**src/rtl/gip_pkg.sv**
```systemverilog
package gip_pkg;
    typedef enum logic {
        ST_IDLE = 1'b0,
        ST_PEND = 1'b1
    } gip_state_e;
endpackage

```
**src/rtl/gip_src_fsm.sv**
```systemverilog
module gip_src_fsm
    import gip_pkg::*;
(
    input  logic clk,
    input  logic rst_n,
    input  logic evt_i,
    input  logic ena_i,
    input  logic clr_i,
    output logic pend_o,
    output logic irq_o
);
    gip_state_e state_q, state_d;
    logic       set_hit;
    logic       irq_d;

    assign set_hit = evt_i & ena_i;

    always_comb begin
        state_d = state_q;
        irq_d   = 1'b0;
        unique case (state_q)
            ST_IDLE: begin
                if (set_hit) begin
                    state_d = ST_PEND;   // T_SET
                    irq_d   = 1'b1;
                end
            end
            ST_PEND: begin
                if (!set_hit && clr_i) begin
                    state_d = ST_IDLE;   // T_CLR
                end
            end
            default: state_d = ST_IDLE;
        endcase
    end

    always_ff @(posedge clk) begin
        if (!rst_n) state_q <= ST_IDLE;
        else        state_q <= state_d;
    end

    always_ff @(posedge clk) begin
        if (!rst_n) irq_o <= 1'b0;
        else        irq_o <= irq_d;
    end

    assign pend_o = (state_q == ST_PEND);
endmodule

```
**src/rtl/gip_bus_port.sv**
```systemverilog
module gip_bus_port #(
    parameter int DATA_W  = 8,
    parameter int NUM_SRC = 3,
    parameter int SRC_LSB = 1
) (
    input  logic               wr_en,
    input  logic [DATA_W-1:0]  wr_data,
    input  logic [NUM_SRC-1:0] pend,
    output logic [NUM_SRC-1:0] clr,
    output logic [DATA_W-1:0]  rd_data
);
    for (genvar i = 0; i < DATA_W; i++) begin : g_bit
        if (i >= SRC_LSB && i < SRC_LSB + NUM_SRC) begin : g_used
            assign rd_data[i]         = pend[i-SRC_LSB];
            assign clr[i-SRC_LSB]     = wr_en & wr_data[i];
        end else begin : g_unused
            assign rd_data[i] = 1'b0;
        end
    end
endmodule

```
**src/rtl/gip_reg.sv**
```systemverilog
module gip_reg #(
    parameter int DATA_W  = 8,
    parameter int NUM_SRC = 3,
    parameter int SRC_LSB = 1
) (
    input  logic               clk,
    input  logic               rst_n,
    input  logic               wr_en,
    input  logic [DATA_W-1:0]  wr_data,
    output logic [DATA_W-1:0]  rd_data,
    input  logic [NUM_SRC-1:0] evt,
    input  logic [NUM_SRC-1:0] ena,
    output logic [NUM_SRC-1:0] irq
);
    logic [NUM_SRC-1:0] pend;
    logic [NUM_SRC-1:0] clr;

    gip_bus_port #(
        .DATA_W (DATA_W),
        .NUM_SRC(NUM_SRC),
        .SRC_LSB(SRC_LSB)
    ) u_bus (
        .wr_en  (wr_en),
        .wr_data(wr_data),
        .pend   (pend),
        .clr    (clr),
        .rd_data(rd_data)
    );

    for (genvar s = 0; s < NUM_SRC; s++) begin : g_src
        gip_src_fsm u_fsm (
            .clk   (clk),
            .rst_n (rst_n),
            .evt_i (evt[s]),
            .ena_i (ena[s]),
            .clr_i (clr[s]),
            .pend_o(pend[s]),
            .irq_o (irq[s])
        );
    end
endmodule

```
**config.mk**
```make
export PLATFORM = sky130hd
export DESIGN_NAME = gip_reg
export DESIGN_NICKNAME = d
export VERILOG_FILES = /design/src/rtl/gip_pkg.sv /design/src/rtl/gip_src_fsm.sv /design/src/rtl/gip_bus_port.sv /design/src/rtl/gip_reg.sv
export SDC_FILE = /design/constraint.sdc
export NUM_CORES = 1
export LEC_CHECK = 0
export ABC_AREA = 1
export CELL_PAD_IN_SITES_DETAIL_PLACEMENT = 2
export CELL_PAD_IN_SITES_GLOBAL_PLACEMENT = 2
export CORE_AREA = 2 2 39 41
export CTS_CLUSTER_DIAMETER = 50
export DETAILED_ROUTE_END_ITERATION = 10
export DIE_AREA = 0 0 41 43
export DONT_BUFFER_PORTS = 1
export GPL_ROUTABILITY_DRIVEN = 0
export PLACE_DENSITY_LB_ADDON = 0.1
export SLEW_MARGIN = 20
export SYNTH_ARGS = -nofsm -noshare
export SYNTH_HDL_FRONTEND = slang
export SYNTH_HIERARCHICAL = 1
export SYNTH_SLANG_ARGS = --single-unit
```
**constraint.sdc**
```tcl
create_clock -name clk -period 1.5 [get_ports clk]
set_input_delay 0.15 -clock clk [delete_from_list [all_inputs] [get_ports clk]]
set_output_delay 0.15 -clock clk [all_outputs]
set_load 0.1 [all_outputs]
```
==> key figures <==
Status
  • Status: finished, final reports clean

Detailed routing
  • Routed WL: 577 um
  • Drt wl/cell: 9.617 um
  • Drc violations: 0
  • DR vias: 231
  • Drt pass-1 iters: 1
  • Vias per inst: 3.850
  • Antenna viol nets, final: 0
  • Iter 0 DRT Violations: 0

Timing
  • Slew Limit Fails: 0
  • Post-route setup TNS: 0 ps
  • Endpoints failing setup: 0
  • Clock Skew: 0.5580 ps
  • Period minus WS final: 1061 ps
  • Setup slack after layout: 439.1 ps
  • Fin crit share: 70.73%
  • Fmax: 942.6 MHz
  • Final Hold Fails: 0
  • RSZ-0062 raised after global routing: no

Critical path
  • Arrival time of the worst setup path: 910 ps
  • WP buf/inv: 1
  • Worst EP required: 1350 ps
  • Critical Path Slowest Stage Cell: dfxtp_1
  • Kind of critical path: flip-flop to output pin
  • Critical-path cell list: buf_4
  • CP startpoint kind: flip-flop
  • Setup crit end kind: output pin
  • CP max stage delay: 360 ps
  • CP top delay family: flip-flops
  • CP Max Fanout: 3

Power
  • Leak: 0.1894 nW
  • Power Density: 1339 mW/mm2
  • Max VDD drop: 0.3737 mV

Clocking
  • CTS Root Cell: clkbuf_4
  • Clk sinks: 6
  • Post-CTS setup buffer count: 0
  • H-tree depth: 1
  • Worst-Skew Late Latency: 240 ps
  • Post-cts sizing count: 0
  • Register clock-pin slew on the reported worst setup and hold paths: 40 ps
  • Hold_buf cts: 0
  • Num CTS Buffers: 3
  • CTS tree: built
  • Clock Tree Buf Depth: 2

Floorplan
  • Core box area: 0.001384 mm2
  • Die area: 0.001763 mm2
  • Die Wd: 41 um
  • Top-Level Pins: 28
  • Die height: 43 um
  • Row cnt: 14
  • Starting Density: 22.24%

Yosys
  • Top cell type's share of synthesized area: 39.02%
  • Avg Inst Size Synth: 7.892 um2
  • Sequential-to-total area share from yosys stat: 39.02%
  • Post-synthesis adder-cell area fraction: 0%
  • Synthesized cell area: 307.8 um2
  • Mux cell area share after synthesis: 0%
  • Area contributors post-synth: dfxtp_1, buf_4, inv_1, nand2_1, nor3_2
  • Largest family of logic cells by synthesized area: buffers and inverters
  • Synth Register Bits: 6
  • Post-synth top area cell: dfxtp_1
  • Synth Instances: 39
  • Count of cell types in the netlist: 7
  • Synth Area in XOR/XNOR: 0%
  • Synth Area in Simple Gates: 20.73%
  • Yosys warns: 6
  • Post-synthesis compound-gate area fraction: 8.537%

Job
  • MaxCap Viol Count: 0

Finish
  • ANT cells: 0
  • Final Non-Filler Cells: 60
  • Layout area overhead: 13.82%
  • Nets: 63
  • Layout cells sized above 1: 34.09%
  • Fin util: 25.32%

Global route
  • Initial antenna violation count: 0
  • Vias in the first global route: 253
  • Largest net degree at the start of global routing: 4
  • Total grt overflow: 0
  • Global Route Usage Sum: 9.045%
  • First-pass GRT wire length: 1007 um

Placed design
  • Placed cell count: 57
  • Detailed placer's ending HPWL: 499.7 um
  • Port bufs: 0
  • Pre-CTS setup slack: 665.6 ps

Min path
  • Hold crit path type: input pin to flip-flop
-- where the power goes --
group	internal [mW]	total, mW	leakage (nW)	switching (mW)
Clock	0.0902	0.145	0.0138	0.0545
Sequential	0.169	0.173	0.0494	0.00482
Combinational	0.0192	0.151	0.126	0.132
-- final timing paths --
path	startpoint	end	slack, ps	cells after the start
max reg2reg	g_src[1].u_fsm/pend_o	g_src[1].u_fsm/irq_o	660	2
max	g_src[2].u_fsm/pend_o	rd_data[3]	440	1
min reg2reg	g_src[0].u_fsm/pend_o	g_src[0].u_fsm/irq_o	470	1
min	rst_n	g_src[0].u_fsm/pend_o	70	2
-- final cells by class --
type	instances	area (um2)
Clock buffer	3	22.52
Tap cell	16	20.02
Inverter	9	33.78
Fill cell	177	1033
Multi-Input combinational cell	20	108.9
Timing Repair Buffer	6	45.04
Sequential cell	6	120.1
-- kinds of logic after synthesis --
family,count (synthesis)
buf+inv,17
simple gates,12
flops,6
compound gates,3
other cells,1
-- cells in the final DEF (no fill, tap or decap), drive strengths merged --
cell    n
buf     6
a21oi   3
nand2   9
inv     9
nor3    3
conb    5
clkbuf  3
dfxtp   6
-- routing by layer --
metal  wire length (um)  global-route usage [%]
met2                340                   13.75
met3                 73                   10.47
met5                  0                       0
met4                  0                   2.000
met1                163                   7.419
-- synth_stat cells --
cell,count
conb_1,1
a21oi_2,3
nor3_2,3
buf_4,8
nand2_1,9
dfxtp_1,6
inv_1,9
-- stage by stage --
stage | instance area [um2] | total power, mW | hold slack (ps)
3_5_place_dp | 327.8 | 0.3278 | 320.7
6_report | 350.3 | 0.4692 | 69.19
4_1_cts | 350.3 | 0.4825 | 58.81
5_1_grt | 350.3 | 0.5013 | 63.99
3_3_place_gp | 327.8 | 0.3256 | 309.4
2_1_floorplan | 322.8 | 0.3279 | 305.7
-- flip-flops by register name, indices dropped and copies added (netlist names) --
signal and flops:
g_src.u_fsm/irq_o 3, g_src.u_fsm/pend_o 3
No activity file was read; power rests on OpenSTA's default activity.
